`config.mk`:
```
export PLATFORM = sky130hd
export DESIGN_NAME = sm2q_conv
export DESIGN_NICKNAME = d
export VERILOG_FILES = /design/src/rtl/sm2q_pkg.sv /design/src/rtl/sm2q_align.sv /design/src/rtl/sm2q_sat.sv /design/src/rtl/sm2q_sign.sv /design/src/rtl/sm2q_conv.sv
export SDC_FILE = /design/constraint.sdc
export NUM_CORES = 1
export LEC_CHECK = 0
export BUFFER_PORTS_ARGS = -buffer_cell sky130_fd_sc_hd__buf_2
export CAP_MARGIN = 5
export CORE_ASPECT_RATIO = 1.4
export CORE_MARGIN = 3
export CORE_UTILIZATION = 25
export CTS_BUF_LIST = sky130_fd_sc_hd__clkbuf_4
export DETAILED_ROUTE_END_ITERATION = 7
export SLEW_MARGIN = 20
export SYNTH_ARGS = -nofsm -noshare
export SYNTH_HDL_FRONTEND = slang
export SYNTH_HIERARCHICAL = 1
export SYNTH_SLANG_ARGS = --single-unit
```
`constraint.sdc`:
```
create_clock -name clk -period 4.3 [get_ports clk]
set_input_delay 0.215 -clock clk [delete_from_list [all_inputs] [get_ports clk]]
set_output_delay 0.215 -clock clk [all_outputs]
set_load 0.02 [all_outputs]
```
`src/rtl/sm2q_pkg.sv`:
```
package sm2q_pkg;

    localparam int WORD_W   = 64;
    localparam int SRC_FRAC = 32;

    // magnitude travelling with its sign through the datapath
    typedef struct packed {
        logic              neg;
        logic [WORD_W-1:0] mag;
    } sm2q_mag_t;

    // largest magnitude allowed for a given sign and total width
    function automatic logic [WORD_W-1:0] sm2q_limit(input logic neg, input int total_w);
        logic [WORD_W-1:0] top_bit;
        top_bit = 64'd1 << (total_w - 1);
        return neg ? top_bit : (top_bit - 64'd1);
    endfunction

    // two's-complement application of the sign
    function automatic logic [WORD_W-1:0] sm2q_apply_sign(input sm2q_mag_t v);
        return v.neg ? (~v.mag + 64'd1) : v.mag;
    endfunction

endpackage

```
`src/rtl/sm2q_align.sv`:
```
module sm2q_align
    import sm2q_pkg::*;
#(
    parameter int FRAC_BITS = 12
) (
    input  logic [WORD_W-1:0] in_word,
    output sm2q_mag_t         aligned
);
    localparam int SHIFT = SRC_FRAC - FRAC_BITS;

    always_comb begin
        aligned.neg = in_word[WORD_W-1];
        aligned.mag = {1'b0, in_word[WORD_W-2:0]} >> SHIFT;
    end
endmodule

```
`src/rtl/sm2q_sat.sv`:
```
module sm2q_sat
    import sm2q_pkg::*;
#(
    parameter int TOTAL_W = 15
) (
    input  sm2q_mag_t raw,
    output sm2q_mag_t clamped
);
    localparam logic [WORD_W-1:0] LIM_POS = sm2q_limit(1'b0, TOTAL_W);
    localparam logic [WORD_W-1:0] LIM_NEG = sm2q_limit(1'b1, TOTAL_W);

    logic [WORD_W-1:0] limit;

    always_comb begin
        limit       = raw.neg ? LIM_NEG : LIM_POS;
        clamped.neg = raw.neg;
        clamped.mag = (raw.mag > limit) ? limit : raw.mag;
    end
endmodule

```
`src/rtl/sm2q_sign.sv`:
```
module sm2q_sign
    import sm2q_pkg::*;
(
    input  sm2q_mag_t         clamped,
    output logic [WORD_W-1:0] result
);
    always_comb begin
        result = sm2q_apply_sign(clamped);
    end
endmodule

```
`src/rtl/sm2q_conv.sv`:
```
module sm2q_conv
    import sm2q_pkg::*;
#(
    parameter int INT_BITS  = 3,
    parameter int FRAC_BITS = 12
) (
    input  logic              clk,
    input  logic              rst,
    input  logic              in_valid,
    input  logic [WORD_W-1:0] in_word,
    output logic              out_valid,
    output logic [WORD_W-1:0] out_word
);
    localparam int TOTAL_W = INT_BITS + FRAC_BITS;

    // configuration guard at elaboration
    if (INT_BITS < 0 || INT_BITS > 32 || FRAC_BITS < 0 || FRAC_BITS > 32 || TOTAL_W < 1) begin : g_bad_cfg
        $error("sm2q_conv: INT_BITS and FRAC_BITS must be 0..32 with a sum of at least 1");
    end

    sm2q_mag_t         aligned;
    sm2q_mag_t         clamped;
    logic [WORD_W-1:0] result;

    sm2q_align #(.FRAC_BITS(FRAC_BITS)) align_i (
        .in_word (in_word),
        .aligned (aligned)
    );

    sm2q_sat #(.TOTAL_W(TOTAL_W)) sat_i (
        .raw     (aligned),
        .clamped (clamped)
    );

    sm2q_sign sign_i (
        .clamped (clamped),
        .result  (result)
    );

    always_ff @(posedge clk) begin
        if (rst) begin
            out_valid <= 1'b0;
            out_word  <= '0;
        end else begin
            out_valid <= in_valid;
            if (in_valid) begin
                out_word <= result;
            end
        end
    end
endmodule

```
==> results of run 1 <==
-- kinds of logic after synthesis --
logic type	after synthesis	share of synthesized area
simple gates	165	0.1729
buf+inv	153	0.1965
compound gates	102	0.1550
flops	65	0.2299
mux	64	0.1132
xor+xnor	62	0.09593
fa+ha+maj	16	0.03537
other cells	2	0.001327
-- synth_stat cells (2+ instances only) --
library cell  number
dfxtp_1           65
o31a_1            15
nor3_1             4
buf_8              5
nor4_2             3
buf_1              5
o31ai_2            7
clkbuf_1           9
conb_1             2
nand2b_1           2
o21ai_0           17
ha_1              16
nor2_1            70
o41ai_1            8
buf_2              4
or4_4              6
xnor2_1           62
nand2_1           18
o31ai_1           21
or3_4              3
or3_1             10
or2_2              5
buf_6              4
o311a_1           14
nor2b_1            2
or4_1              8
nand3_2            3
nand4_1            4
nor4_1            13
mux2i_1           64
inv_1              7
buf_4            119
o41ai_2            4
a21oi_1            6
-- worst paths after layout --
kind	start	to	slack, ns	cells past startpoint
setup / recovery	in_word[63]	out_word[54]	0.33	16
hold / removal	in_valid	out_valid	0.40	2
setup reg to reg	out_word[40]	out_word[40]	3.65	2
hold reg to reg	out_word[0]	out_word[0]	0.50	2
-- routing by layer --
metal	GRT usage	part of all wire
met3	0.02327	0.039
met1	0.1240	0.44
met2	0.1890	0.51
met5	0	0
met4	0.03005	0.014
-- registers in the layout, indices dropped and copies added (netlist names) --
register / count
out_valid: 1
out_word: 64
-- area by class of cell --
| class | instances | area share |
|---|---|---|
| Clock buffer | 12 | 0.01456 |
| Clock inverter | 4 | 0.01092 |
| Tap cell | 297 | 0.06007 |
| Timing Repair Buffer | 142 | 0.1319 |
| Inverter | 7 | 0.004248 |
| Multi-Input combinational cell | 479 | 0.5676 |
| Antenna cell | 1 | 0.0004045 |
| Sequential cell | 65 | 0.2104 |
-- through the flow --
stage	power, W	util
after global routing	0.001733	0.2809
after global placement	0.001164	0.2732
final	0.001626	0.2809
after floorplan	0.001110	-
after detailed placement	0.001168	0.2732
after CTS	0.001652	0.2804
-- what timing repair did --
item                       CTS  global route
setup endpoints to repair    0             1
hold buffers                 0             0
resized for setup            0             1
-- power by group through the flow --
stage / combinational, W / sequential [W] / clock (W)
2_1_floorplan: 0.000365 / 0.000745 / 0
3_3_place_gp: 0.000478 / 0.000686 / 0
3_5_place_dp: 0.000481 / 0.000687 / 0
4_1_cts: 0.000484 / 0.000673 / 0.000495
5_1_grt: 0.000534 / 0.000679 / 0.000520
6_report: 0.000482 / 0.000673 / 0.000472
-- worst max-delay path: stages --
cell	delay (ns)
buf_2	0.15
buf_4	0.16
ha_1	0.28
nor2b_1	0.14
o211ai_1	0.15
a21boi_1	0.13
or3_1	0.57
o311a_1	0.41
or4_4	0.59
nor4_2	0.37
buf_4	0.20
nand4_2	0.17
o41ai_1	0.39
xnor2_1	0.12
mux2i_1	0.14
nor2_1	0.05
==> results by group, run 1 <==
Run status
  – Outcome: finished, final reports clean

Route
  – Initial DRC count: 109
  – Total length of routed wires: between 10,000 and 15,000 µm
  – Via count: 4,329
  – Avg WL per Cell: between 10 and 15 µm
  – Routed Antenna Nets: 0
  – First-pass DRT Iterations: 4
  – DRC viols: 0
  – Via-per-instance ratio: 4.299

Timing
  – Slew @ Worst Pin: 0.7698 ns
  – Post-route setup TNS: 0 ns
  – Max-slew headroom: 0.4868
  – Hold_ws: 0.3983 ns
  – Tcrit/Tclk final: 0.9240
  – # setup viols final: 0
  – Final setup skew: 0 ns
  – RSZ-0062 raised after global routing: no
  – Minimum clock period: 3.973 ns
  – Worst Slack Setup Final: between 0.3 and 0.4 ns
  – Final Hold Violating Endpoints: 0
  – Slew Limit Fails: 0
  – F_max: 0.2517 GHz

Critical path
  – Arr. time, crit path: 4.25 ns
  – CP max FO: 12
  – Worst Setup Start Kind: input port
  – CP Class: in2reg
  – CP Data Required Time: 4.58 ns
  – CP endpoint kind: register

Place
  – Post-DP HPWL: between 9000 and 10,000 µm
  – Cell Area, Placed: 6017 µm²
  – IO Port Bufs: 111
  – Pre-CTS setup slack: -0.1404 ns
  – GP Congestion: around 0.78
  – Cells after DPL: 990

Run
  – Max-cap check violation count: 0

GRT
  – Largest net degree at the start of global routing: 66
  – Global-route wire length before repair: 20,640 µm
  – Remaining Overflow, GRT: 0
  – Vias in the first global route: 4,071
  – Initial antenna violation count: 1
  – Gr usage total: 0.1046

Yosys
  – Top cell type's share of synthesized area: 0.2299
  – Cell taking the most area after synthesis: dfxtp_1
  – Post-synth EDFFs: 0
  – Post-synth ARST share: 0
  – Post-Syn Area: 5660 µm²
  – Ys Warns: 6
  – Top cells by area, synth: dfxtp_1 (23%), buf_4 (16%), mux2i_1 (11%)
  – Avg Cell Area, Syn: 8.999 µm²
  – Post-synthesis sequential area ratio: 0.2299
  – Main synth FF type: dfxtp_1
  – Seq cells post-synth: 65
  – Cells after synthesis: between 600 and 700
  – Library cells used by synthesis: 58

CTS
  – Bufs on Longest Clock Path: 2
  – Number of sinks on the clock net: 65
  – Postcts setup bufs: 0
  – TritonCTS Buffers: 9
  – Worst-path clk slew: ~0.10 ns
  – CTS tree: built
  – Worst skew pair latency: 0.40 ns
  – CTS root buf: clkbuf_4
  – H-tree Lvls: 3

Die
  – Initial core utilization: 0.2570
  – Num rows: 64
  – Core footprint: 22,020 µm²
  – Die X-Extent: between 100 and 150 µm
  – Ports: ~130
  – Full die area: 24,510 µm²
  – Die Y: 184.0 µm

Final layout
  – Multi-input gate area in the final layout: 3511 µm²
  – Non-Filler Instances: 1,007
  – Most frequent cells in the layout: buf_2 (110), nor2_1 (70), conb_1 (70)
  – Commonest non-fill, non-tap cell in the layout: buf_2
  – Design Area, Final: 6186 µm²
  – Nets: 787
  – Layout cells sized above 1: 0.2807
  – Filler cells: 2,406
  – P&R area growth vs syn: 9.284%
  – Register area: about 1300 µm²

Worst hold path
  – HP Class: in2reg

Power and ir drop
  – Internal power: 0.001104 W
  – Switching fraction of total power: 0.3213
  – PD cells: approximately 260 nW/µm²
  – Gate power share: 0.296
  – Clk pwr share: 0.290
  – Leak pwr: 2.888 nW
  – Switch Pwr: ~0.00052 W
  – Seq pwr share: 0.414
  – Max IR drop VDD: 0.1507 mV
Power figures use the tool's default switching activity.
==> run 2, diff against run 1 <==
- CORE_UTILIZATION: 25 -> 57
- PLACE_DENSITY: not set -> 0.84
- SLEW_MARGIN: 20 -> 10
==> results by group, run 2 (synthesis gave the netlist of run 1 again) <==
Route
  – Via count: 4,367 (was 4,329)
  – DRC viols: 0 (unchanged)
  – Total length of routed wires: 11,600 µm (was 13,070 µm)
  – First-pass DRT Iterations: 4 (unchanged)
  – Avg WL per Cell: 14.03 µm (was 12.98 µm)
  – Routed Antenna Nets: 0 (unchanged)
  – Via-per-instance ratio: 5.281 (was 4.299)
  – Initial DRC count: 128 (was 109)

Critical path
  – CP max FO: 15 (was 12)
  – CP max stage cell: or4_4 (unchanged)
  – CP peak stage delay: 0.60 ns (was 0.59 ns)
  – Worst reg-to-reg setup slack: 3.61 ns (was 3.65 ns)
  – CP Data Required Time: 4.55 ns (was 4.58 ns)
  – Worst Setup Start Kind: input port (unchanged)
  – Critical Path, Cell by Cell: buf_2 -> inv_1 -> ha_1 -> nand4b_1 -> nor4_2 -> nand2_1 -> o31a_1 -> o311a_1 -> or4_4 -> nor2_2 -> nand4_4 -> o31ai_1 -> xnor2_1 -> mux2i_1 -> nor2_1 (was buf_2 -> buf_4 -> ha_1 -> nor2b_1 -> o211ai_1 -> a21boi_1 -> or3_1 -> o311a_1 -> or4_4 -> nor4_2 -> buf_4 -> nand4_2 -> o41ai_1 -> xnor2_1 -> mux2i_1 -> nor2_1)
  – CP Class: in2reg (unchanged)
  – Worst reg2reg path depth: 2 (unchanged)
  – CP endpoint kind: register (unchanged)
  – Arr. time, crit path: 4.26 ns (was 4.25 ns)

Final layout
  – Most flops, register: out_word (unchanged)
  – P&R area growth vs syn: 2.719% (was 9.284%)
  – Ant. Diodes: 0 (was 1)
  – Design Area, Final: 5814 µm² (was 6186 µm²)
  – Max FFs per register: 64 (unchanged)
  – Largest regs: out_word x64, out_valid x1 (unchanged)
  – Nets: 773 (was 787)
  – Most frequent cells in the layout: buf_2 (110), nor2_1 (70), conb_1 (70) (unchanged)
  – Commonest non-fill, non-tap cell in the layout: buf_2 (unchanged)
  – Layout cells sized above 1: 0.2676 (was 0.2807)

Die
  – Die X-Extent: 90.22 µm (was 133.2 µm)
  – Ports: 132 (unchanged)
  – Core footprint: 9564 µm² (was 22,020 µm²)
  – Full die area: 11,180 µm² (was 24,510 µm²)
  – Initial core utilization: 0.5918 (was 0.2570)
  – Num rows: 42 (was 64)
  – Die Y: 123.9 µm (was 184.0 µm)

GRT
  – Vias in the first global route: 4,466 (was 4,071)
  – Remaining Overflow, GRT: 0 (unchanged)
  – Largest net degree at the start of global routing: 66 (unchanged)
  – Global-route wire length before repair: 19,600 µm (was 20,640 µm)
  – Gr usage total: 0.2107 (was 0.1046)
  – Initial antenna violation count: 0 (was 1)

CTS
  – Postcts setup bufs: 0 (unchanged)
  – # hold bufs at CTS: 0 (unchanged)
  – Bufs on Longest Clock Path: 2 (unchanged)
  – CTS tree: built (unchanged)
  – H-tree Lvls: 3 (unchanged)
  – CTS root buf: clkbuf_4 (unchanged)
  – Number of sinks on the clock net: 65 (unchanged)
  – Post-CTS sizing: 0 (unchanged)
  – Worst-path clk slew: 0.10 ns (about the same)
  – Worst skew pair latency: 0.40 ns (about the same)
  – TritonCTS Buffers: 9 (unchanged)

Worst hold path
  – HP Class: in2reg (unchanged)
  – Hold depth: 4 (was 2)

Timing
  – Max-slew headroom: 0.2492 (was 0.4868)
  – RSZ-0062 raised after global routing: no (unchanged)
  – Tcrit/Tclk final: 0.9340 (was 0.9240)
  – Post-route setup TNS: 0 ns (unchanged)
  – Slew @ Worst Pin: 1.126 ns (was 0.7698 ns)
  – F_max: 0.2490 GHz (was 0.2517 GHz)
  – Worst Slack Setup Final: 0.2838 ns (was 0.3267 ns)
  – Minimum clock period: 4.016 ns (was 3.973 ns)
  – Slew Limit Fails: 0 (unchanged)
  – Final Hold Violating Endpoints: 0 (unchanged)
  – # setup viols final: 0 (unchanged)
  – Final setup skew: 0 ns (unchanged)

Run status
  – Outcome: finished, final reports clean (unchanged)

Run
  – Max-cap check violation count: 0 (unchanged)

Power and ir drop
  – Leak pwr: 2.804 nW (was 2.888 nW)
  – PD cells: 266.4 nW/µm² (was 262.9 nW/µm²)
  – Max IR drop VDD: 0.2484 mV (was 0.1507 mV)

Place
  – Pre-CTS setup slack: -0.1109 ns (was -0.1404 ns)
  – GP Congestion: 0.8701 (was 0.7842)
  – IO Port Bufs: 111 (unchanged)
  – Cell Area, Placed: 5680 µm² (was 6017 µm²)
  – Post-DP HPWL: 8823 µm (was 9978 µm)
==> run 2: cell types whose count changed in the layout (fill, tap and decap cells not counted) <==
| cell | change |
|---|---|
| o31ai_2 | +1 |
| clkinv_2 | +2 |
| buf_12 | -2 |
| clkinv_1 | -1 |
| buf_4 | -12 |
| diode_2 | -1 |
| o31ai_4 | -1 |
| bufinv_16 | -1 |
==> run 2: final timing paths <==
check                               endpoint         start
worst min register to register   out_word[8]   out_word[8]
worst min-delay path             out_word[0]   in_word[20]
worst max-delay path            out_word[57]   in_word[63]
worst max register to register  out_word[57]  out_word[57]
==> run 2: area by class of cell <==
class                      instances  area, µm²
inverter                           7      26.28
multi-input combinational        479       3502
tap                              132      165.2
fill                             851       3750
sequential                        65       1301
timing repair buffer             128      685.7
clock inverter                     4      43.79
clock buffer                      12      90.09
==> run 2: per-stage QoR <==
| step | hold WS [ns] | utilization | power [W] | std cells |
|---|---|---|---|---|
| 6_report | 0.4358 | 0.6079 | 0.001549 | 827 |
| 4_1_cts | 0.3853 | 0.6079 | 0.001565 | 827 |
| 5_1_grt | 0.4494 | 0.6079 | 0.001644 | 827 |
| 2_1_floorplan | 0.4689 | - | 0.001110 | 697 |
| 3_3_place_gp | 0.4718 | 0.5939 | 0.001137 | 811 |
| 3_5_place_dp | 0.4770 | 0.5939 | 0.001153 | 811 |
==> run 2: worst max-delay path, delay by kind of cell <==
family                   cells  cell delay [ns]
XOR/XNOR                     1             0.12
AND/OR/NAND/NOR              7             2.23
adder cells (fa/ha/maj)      1             0.31
AO/OA/AOI/OAI                3             0.88
multiplexers                 1             0.14
buffers and inverters        2             0.35
==> run 2: metal layers <==
| metal | wire, µm | GRT usage |
|---|---|---|
| met3 | 484 | 0.04048 |
| met4 | 194 | 0.09579 |
| met2 | 6295 | 0.4049 |
| met5 | 0 | 0 |
| met1 | 4626 | 0.2225 |
==> run 2: report_power, final <==
group / total, W / internal [W] / leakage, nW / switching, W
clock network: 0.000404 / 0.000194 / 0.0787 / 0.000211
logic: 0.000471 / 0.000196 / 2.19 / 0.000274
registers: 0.000674 / 0.000650 / 0.537 / 0.0000242
